--- src/rtl/audio_ctl_pkg.sv ---
package audio_ctl_pkg;

  localparam int ADDR_W    = 2;
  localparam int FUNC_W    = 3;
  localparam int VAL_W     = 6;
  localparam int WORD_W    = FUNC_W + VAL_W;
  localparam int FRAME_MIN = ADDR_W + WORD_W;
  localparam int NUM_FUNC  = 1 << FUNC_W;
  localparam int CNT_W     = $clog2(FRAME_MIN + 1);

  localparam logic [ADDR_W-1:0] DEV_ADDR = 2'b10;

  localparam int FADER_MAX = 21;
  localparam int VOL_MAX   = 41;
  localparam int TONE_MAX  = 12;
  localparam int TONE_FLAT = 6;
  localparam int SRC_MAX   = 4;

  typedef enum logic [FUNC_W-1:0] {
    F_SRC     = 3'd0,
    F_BASS    = 3'd1,
    F_TREB    = 3'd2,
    F_VOL     = 3'd3,
    F_FADE_RF = 3'd4,
    F_FADE_LF = 3'd5,
    F_FADE_RR = 3'd6,
    F_FADE_LR = 3'd7
  } func_e;

  typedef logic [VAL_W-1:0] setting_t;

  // Legalise a raw value for the given function.
  function automatic setting_t clamp_setting(func_e f, setting_t raw);
    setting_t r;
    case (f)
      F_SRC: begin
        if (raw[3:0] >= 4'd1 && raw[3:0] <= 4'(SRC_MAX)) r = {2'b00, raw[3:0]};
        else                                            r = '0;
      end
      F_BASS, F_TREB: begin
        if (raw[3:0] > 4'(TONE_MAX)) r = setting_t'(TONE_MAX);
        else                         r = {2'b00, raw[3:0]};
      end
      F_VOL: begin
        if (raw > setting_t'(VOL_MAX)) r = setting_t'(VOL_MAX);
        else                           r = raw;
      end
      default: begin
        if (raw[4:0] > 5'(FADER_MAX)) r = setting_t'(FADER_MAX);
        else                          r = {1'b0, raw[4:0]};
      end
    endcase
    return r;
  endfunction

  function automatic setting_t reset_setting(func_e f);
    if (f == F_BASS || f == F_TREB) return setting_t'(TONE_FLAT);
    return '0;
  endfunction

endpackage

--- src/rtl/actl_sync.sv ---
module actl_sync #(
  parameter int            W       = 3,
  parameter int            STAGES  = 2,
  parameter logic [W-1:0]  RST_VAL = '0
) (
  input  logic         clk,
  input  logic         rst,
  input  logic [W-1:0] async_i,
  output logic [W-1:0] sync_o
);

  logic [W-1:0] stg [STAGES];

  generate
    for (genvar s = 0; s < STAGES; s++) begin : g_stg
      if (s == 0) begin : g_first
        always_ff @(posedge clk) begin
          if (rst) stg[s] <= RST_VAL;
          else     stg[s] <= async_i;
        end
      end else begin : g_next
        always_ff @(posedge clk) begin
          if (rst) stg[s] <= RST_VAL;
          else     stg[s] <= stg[s-1];
        end
      end
    end
  endgenerate

  assign sync_o = stg[STAGES-1];

endmodule

--- src/rtl/actl_frame.sv ---
module actl_frame
  import audio_ctl_pkg::*;
(
  input  logic              clk,
  input  logic              rst,
  input  logic              sclk_s,
  input  logic              sdat_s,
  input  logic              sen_n_s,
  output logic              commit_v_o,
  output logic [WORD_W-1:0] commit_word_o
);

  logic              prev_clk, prev_en_n;
  logic              clk_rise, en_fall, en_rise;
  logic [WORD_W-1:0] shreg;
  logic [CNT_W-1:0]  bit_cnt;
  logic              addr_hi, addr_ok;

  assign clk_rise = sclk_s & ~prev_clk;
  assign en_fall  = ~sen_n_s & prev_en_n;
  assign en_rise  = sen_n_s & ~prev_en_n;

  always_ff @(posedge clk) begin
    if (rst) begin
      prev_clk  <= 1'b0;
      prev_en_n <= 1'b1;
    end else begin
      prev_clk  <= sclk_s;
      prev_en_n <= sen_n_s;
    end
  end

  // Bit capture: address from the head, word from the tail.
  always_ff @(posedge clk) begin
    if (rst) begin
      shreg   <= '0;
      bit_cnt <= '0;
      addr_hi <= 1'b0;
      addr_ok <= 1'b0;
    end else if (en_fall) begin
      bit_cnt <= '0;
      addr_ok <= 1'b0;
    end else if (clk_rise && !sen_n_s) begin
      shreg <= {shreg[WORD_W-2:0], sdat_s};
      if (bit_cnt != CNT_W'(FRAME_MIN)) bit_cnt <= bit_cnt + 1'b1;
      if (bit_cnt == CNT_W'(0)) addr_hi <= sdat_s;
      if (bit_cnt == CNT_W'(1)) addr_ok <= ({addr_hi, sdat_s} == DEV_ADDR);
    end
  end

  always_ff @(posedge clk) begin
    if (rst) begin
      commit_v_o    <= 1'b0;
      commit_word_o <= '0;
    end else begin
      commit_v_o <= en_rise && addr_ok && (bit_cnt == CNT_W'(FRAME_MIN));
      if (en_rise) commit_word_o <= shreg;
    end
  end

endmodule

--- src/rtl/actl_regbank.sv ---
module actl_regbank
  import audio_ctl_pkg::*;
(
  input  logic              clk,
  input  logic              rst,
  input  logic              commit_v_i,
  input  logic [WORD_W-1:0] commit_word_i,
  output setting_t          settings_o [NUM_FUNC],
  output logic              upd_o,
  output logic [FUNC_W-1:0] upd_func_o
);

  logic [FUNC_W-1:0] w_func;
  setting_t          w_val;

  assign w_func = commit_word_i[WORD_W-1 -: FUNC_W];
  assign w_val  = commit_word_i[VAL_W-1:0];

  generate
    for (genvar g = 0; g < NUM_FUNC; g++) begin : g_reg
      always_ff @(posedge clk) begin
        if (rst)
          settings_o[g] <= reset_setting(func_e'(FUNC_W'(g)));
        else if (commit_v_i && w_func == FUNC_W'(g))
          settings_o[g] <= clamp_setting(func_e'(FUNC_W'(g)), w_val);
      end
    end
  endgenerate

  always_ff @(posedge clk) begin
    if (rst) begin
      upd_o      <= 1'b0;
      upd_func_o <= '0;
    end else begin
      upd_o <= commit_v_i;
      if (commit_v_i) upd_func_o <= w_func;
    end
  end

endmodule

--- src/rtl/audio_ctl_rx.sv ---
module audio_ctl_rx
  import audio_ctl_pkg::*;
#(
  parameter int SYNC_STAGES = 2
) (
  input  logic                 clk,
  input  logic                 rst,
  input  logic                 ser_clk_i,
  input  logic                 ser_dat_i,
  input  logic                 ser_en_n_i,
  output logic [VAL_W-1:0]     vol_o,
  output logic [VAL_W-1:0]     treble_o,
  output logic [VAL_W-1:0]     bass_o,
  output logic [VAL_W-1:0]     src_sel_o,
  output logic [VAL_W-1:0]     fade_lr_o,
  output logic [VAL_W-1:0]     fade_rr_o,
  output logic [VAL_W-1:0]     fade_lf_o,
  output logic [VAL_W-1:0]     fade_rf_o,
  output logic                 upd_o,
  output logic [FUNC_W-1:0]    upd_func_o
);

  localparam int PIN_W = 3;

  logic [PIN_W-1:0]  pins_s;
  logic              commit_v;
  logic [WORD_W-1:0] commit_word;
  setting_t          settings [NUM_FUNC];

  actl_sync #(
    .W       (PIN_W),
    .STAGES  (SYNC_STAGES),
    .RST_VAL (3'b100)
  ) u_sync (
    .clk     (clk),
    .rst     (rst),
    .async_i ({ser_en_n_i, ser_dat_i, ser_clk_i}),
    .sync_o  (pins_s)
  );

  actl_frame u_frame (
    .clk           (clk),
    .rst           (rst),
    .sclk_s        (pins_s[0]),
    .sdat_s        (pins_s[1]),
    .sen_n_s       (pins_s[2]),
    .commit_v_o    (commit_v),
    .commit_word_o (commit_word)
  );

  actl_regbank u_bank (
    .clk           (clk),
    .rst           (rst),
    .commit_v_i    (commit_v),
    .commit_word_i (commit_word),
    .settings_o    (settings),
    .upd_o         (upd_o),
    .upd_func_o    (upd_func_o)
  );

  assign src_sel_o = settings[F_SRC];
  assign bass_o    = settings[F_BASS];
  assign treble_o  = settings[F_TREB];
  assign vol_o     = settings[F_VOL];
  assign fade_rf_o = settings[F_FADE_RF];
  assign fade_lf_o = settings[F_FADE_LF];
  assign fade_rr_o = settings[F_FADE_RR];
  assign fade_lr_o = settings[F_FADE_LR];

endmodule

--- config.mk ---
export PLATFORM = sky130hd
export DESIGN_NAME = audio_ctl_rx
export DESIGN_NICKNAME = d
export VERILOG_FILES = /design/src/rtl/audio_ctl_pkg.sv /design/src/rtl/actl_sync.sv /design/src/rtl/actl_frame.sv /design/src/rtl/actl_regbank.sv /design/src/rtl/audio_ctl_rx.sv
export SDC_FILE = /design/constraint.sdc
export NUM_CORES = 1
export LEC_CHECK = 0
export ABC_AREA = 1
export BUFFER_PORTS_ARGS = -buffer_cell sky130_fd_sc_hd__buf_2
export CORE_ASPECT_RATIO = 0.7
export CORE_MARGIN = 2
export CORE_UTILIZATION = 30
export CTS_CLUSTER_SIZE = 30
export DETAILED_ROUTE_END_ITERATION = 12
export PLACE_DENSITY = 0.46
export SETUP_SLACK_MARGIN = 0.3
export SLEW_MARGIN = 10
export SYNTH_ARGS = -nofsm -noshare
export SYNTH_HDL_FRONTEND = slang
export SYNTH_HIERARCHICAL = 1
export SYNTH_SLANG_ARGS = --single-unit
--- constraint.sdc ---
create_clock -name clk -period 1.51 [get_ports clk]
set_input_delay 0.151 -clock clk [delete_from_list [all_inputs] [get_ports clk]]
set_output_delay 0.151 -clock clk [all_outputs]
set_load 0.005 [all_outputs]
# After elaboration in Yosys (flattened, before gate mapping)
# Memory sizes are Yosys's and may differ from the RTL's.
# Index checks and enable logic that the tools add are counted.
word_totals:
  reg_bits: 79
  latchBits: 0
  ramBits: 6
  rom_bits: 0
  inputBits: 5
  elab_cells: 74
  mem_count: 1
op_classes:
  n_addsub: 1
  multipliers: 0
  div_mod_pow: 0
  n_lt_le_gt_ge: 5
  n_eq_ne: 11
  n_shift: 0
  mux: 9
  n_bitwise: 9
  n_reduce_logical: 20
mem_list:
  columns: ["memory", "depth", "width", "rd", "rd_ports_with_merged_regs", "wr", "line_no", "rtl"]
  rows:
  - ["u_sync.stg", 2, 3, 2, 0, 2, "actl_sync.sv:12", "logic [W-1:0] stg [STAGES];"]
op_table:
  columns: ["operator", "count"]
  rows:
  - ["$eq A3 B3 Y1 const B", 4]
  - ["$logic_and A1 B1 Y1", 12]
  - ["$mux W4", 2]
  - ["$eq A3 B2 Y1 const B", 2]
  - ["$gt A6 B6 Y1 const B", 1]
  - ["$mux W3", 2]
  - ["$mux W6", 1]
  - ["$reduce_and A2 Y1", 3]
  - ["$gt A5 B5 Y1 const B", 1]
  - ["$mux W5", 1]
  - ["$add A4 B1 Y4 const B", 1]
  - ["$eq A4 B1 Y1 const B", 1]
  - ["$eq A4 B4 Y1 const B", 1]
  - ["$ge A4 B1 Y1 const B", 1]
  - ["$gt A4 B4 Y1 const B", 1]
  - ["$le A4 B3 Y1 const B", 1]
  - ["$logic_not A4 Y1", 1]
  - ["$ne A4 B4 Y1 const B", 1]
  - ["$not A1 Y1", 4]
  - ["$and A1 B1 Y1", 3]
  - ["$eq A3 B1 Y1 const B", 1]
  - ["$logic_not A3 Y1", 1]
  - ["$mux W1", 3]
  - ["$reduce_and A3 Y1", 1]
  - ["other kinds (4)", 5]

# Depth between registers and ports, before layout
# An unclocked memory read counts as a cell.
logic_depth:
  depth_word: 5
  ltp_mapped: 7
  ltp_nobuf: 7

# Cells and area by module
# The synthesis kept the hierarchy.
modules_own_cells:
  columns: ["mod", "n_inst", "cells_per_inst", "area_each_um2"]
  rows:
  - ["actl_regbank", 1, 206, 1695.4]
  - ["actl_frame", 1, 132, 1097.3]
  - ["actl_sync", 1, 19, 168.9]

# Worst setup path after synthesis
# No wires, ideal clock.
synth_path:
  kind: "register to register"
  startpoint: "register u_frame.bit_cnt[0]"
  endpoint: "register u_frame.bit_cnt[1]"
  setup_time_ns: 0.118
  t_arrival_ns: 1.043
  path_slack_ns: 0.349
  stages_incl_launch_ff: 7
  path_buffers: 0
  cell_sequence: "dfxtp_1 -> ha_1 -> nand2_1 -> nor2_1 -> nor2_2 -> o21ai_1 -> nor2_1"
synth_between:
  elab_chain_len: 2
  elab_cells_between_ends: 3
synth_lines:
  columns: ["item", "line_no", "rtl"]
  rows:
  - ["start: declaration", "actl_frame.sv:16", "logic [CNT_W-1:0] bit_cnt;"]
  - ["start signal: assignment", "actl_frame.sv:45", "if (bit_cnt != CNT_W'(FRAME_MIN)) bit_cnt <= bit_cnt + 1'b1;"]
  - ["parallel branches: the longest is 2 deep, another holds $add A4 B1 Y4", null, null]
# Parallel ways; which one is timed is not known.
# A chain may end at the register's enable or synchronous reset.

# Final worst setup path
layout_path:
  startpoint: "register u_frame.bit_cnt[0]"
  endpoint: "register u_frame.bit_cnt[0]"
# Same word-level chain as after synthesis.

==> results.cfg <==
[yosys]
synth_fa_ha_area_frac = 0.0127
netlist_area_um2 = 2960
synthArstFlopShare = 0
synthMuxAreaShare = 0
synth_top_flop_cell = dfxtp_1
yosys.area_share.simple = 0.188
synth_edf_count = 0
synth_top_family_by_area = simple AND/OR/NAND/NOR gates
synth-xor-area-share = 0
avgSynthCellArea_um2 = 8.30
yosysTopAreaCell = dfxtp_1
netlist_top_cells_count = dfxtp_1 (75), a21oi_1 (54), o21ai_0 (44), inv_1 (42), nand2_1 (37)
yosysUniqueCellTypes = 26
synth_top_area_frac = 0.507
ys_seq_elements = 75
synth_most_common_cell = dfxtp_1
yosysSeqAreaShare = 0.507
ys_warn_count = 6
ys_top_cells_by_area = dfxtp_1 (51%), a21oi_1 (9.1%), o21ai_0 (7.4%), inv_1 (5.3%), nand2_1 (4.7%)
synthCells = 357
synth_compound_area_frac = 0.187

[final_layout]
fillers = 968
syn2layout_area_growth_pct = 31.8
instances_no_fill = 555
antenna_cells = 0
fin_area_um2 = 3900
finalNetCount = 430
final_layout_size_suffix_gt1_frac = 0.288

[sta]
period_share = 0.767
rsz0062_at_grt = yes
setup_viol = 0
hold_viol_final = 0
fin_tns_setup_ns = 0
slew_headroom = 0.658
slew_violations = 0
fmax_ghz = 0.864
hold_slack_ns = 0.0230
post-route-min-period_ns = 1.16
worstMarginPinSlew_ns = 0.512
fin_skew_ns = 0.00710

[setup_path]
crit_type = register to register
rr_startpoint = u_frame/bit_cnt[0]
worst-path-max-fanout = 5
crit_path_end_kind = register
critPathLaunchType = register
r2r_slack_ns = 0.35
r2r_cells = 6
crit_required_ns = 1.77
r2r-end = u_frame/bit_cnt[0]
crit_arrival_ns = 1.42

[grt]
use_met3 = 0.0602
use_met1 = 0.196
antenna_found_initial = 0
busiest_layer = met1
grt_use_met2 = 0.174
grt_overflow = 0
track_usage = 0.135
grt_pass1_vias = 2136
grt_pass1_wl_mm = 10.9
grt_max_degree = 33

[placed_design]
dp_hpwl_mm = 4.80
placed_area_um2 = 3330
dp.cells = 531
io_buffer_count = 46
gp_congestion = 0.701

[clock_tree]
cts_root_buf = clkbuf_16
cts_tree = done
cts.path.max_buffers = 2
cts_sinks = 75
h-tree-depth = 3
clkTransAtPathRegs_ns = 0.06
numCtsBuffers = 9
clk_latency_ns = 0.34

[floorplanning]
core_um2 = 9650
fp.dieW_um = 123
start_util = 0.307
fp-row-count = 30
dieHeight_um = 87.1
dieArea_um2 = 10700
ioPinCount = 57

[detailed_routing]
ant_nets = 0
vias = 2436
drc_errors = 0
wl_per_cell_um = 12.8
dr.pass1.iters = 4
wl_mm = 7.08
drt_iter0_drc = 178
viasPerCell = 4.39

[worst_hold_path]
hold_end = u_sync/stg[0][0]
min_path_type = input pin to register
hold_path_startpoint = ser_clk_i
holdPathStages = 3

[run_status]
outcome = finished clean

[run]
drv_cap = 0

[power_and_ir_drop]
power_leakage_uw = 0.00180
power_density_nw_per_um2 = 1240
peakVddDrop_mv = 0.637
power breakdown:
part	leakage [uW]	switching, uW	internal [uW]	total, uW
clock network	0.000179	846	1830	2680
logic	0.00101	98.1	45.1	143
registers	0.000610	17.4	1990	2010
through the flow:
stage | util | worst slack [ns] | power, uW
floorplan | - | 0.349 | 2160
global placement | 0.346 | 0.166 | 2180
detailed placement | 0.346 | 0.146 | 2180
CTS | 0.388 | 0.276 | 4870
global route | 0.405 | 0.279 | 4990
finish | 0.405 | 0.352 | 4830
layout make-up:
type                       instances  area [um^2]  share of cell area
clock inverter                     6          136              0.0349
tap                              128          160              0.0410
inverter                          45          169              0.0433
multi-input combinational        229         1300               0.333
timing repair buffer              62          382              0.0978
sequential                        75         1520               0.389
clock buffer                      10          239              0.0612
flip-flops by register name, summed over array words and instances (netlist names):
name and count:
u_frame/prev_en_n 1, u_frame/bit_cnt 4, u_frame/prev_clk 1, u_frame/shreg 9
u_frame/commit_word_o 9, u_frame/addr_ok 1, u_bank/upd_func_o 3, u_bank/upd_o 1
u_frame/addr_hi 1, u_sync/stg 6, u_frame/commit_v_o 1, u_bank/settings_o 38
how the worst max path moves through the flow:
stage / to / cells after the start / startpoint
after floorplan: u_frame/bit_cnt[1] / 6 / u_frame/bit_cnt[0]
after global placement: u_frame/bit_cnt[1] / 6 / u_frame/bit_cnt[0]
after detailed placement: u_frame/bit_cnt[1] / 6 / u_frame/bit_cnt[0]
after CTS: u_frame/bit_cnt[1] / 6 / u_frame/bit_cnt[0]
after global routing: u_frame/addr_hi / 6 / u_frame/prev_clk
final: u_frame/bit_cnt[0] / 6 / u_frame/bit_cnt[0]
what timing repair did:
item                                    4_1_cts  5_1_grt
pin swaps                                     0        8
endpoints found under the hold margin         1        0
endpoints found under the setup margin       21       44
resized for setup                             8       27
gates cloned                                  0        2
hold buffers                                  1        0
setup buffers                                 0        5
cell families after synthesis:
group                      Yosys count
buffers and inverters               64
adders and majority gates            3
AOI/OAI and AO/OA                  107
DFF                                 75
and+or+nand+nor                    107
other                                1
critical path: stages (launching register included):
cell and delay [ns]:
dfxtp_4 0.36, ha_4 0.17, nand2_1 0.11, nor2_4 0.06, nor2_2 0.16, nand2_1 0.08, a21oi_1 0.14
per-layer routing:
metal / wire (um) / share of wire / vias to the layer above
met1: 3870 / 0.55 / 1110
met3: 374 / 0.053 / 9
met5: 0 / 0 / -
met2: 2760 / 0.39 / 38
li1: - / - / 1279
met4: 82 / 0.012 / 0
layout by cell type, fill, tap and decap left out, drive strengths merged:
cell and n:
a21oi 54, buf 61, bufinv 4, clkbuf 10
clkinv 1, clkinvlp 1, conb 10, dfxtp 75
dlygate4sd3 1, ha 3, inv 45, nand2 42
nand3 19, nand4 1, nor2 45, nor3 2
o211ai 2, o21ai 51
Power figures use the tool's default switching activity.
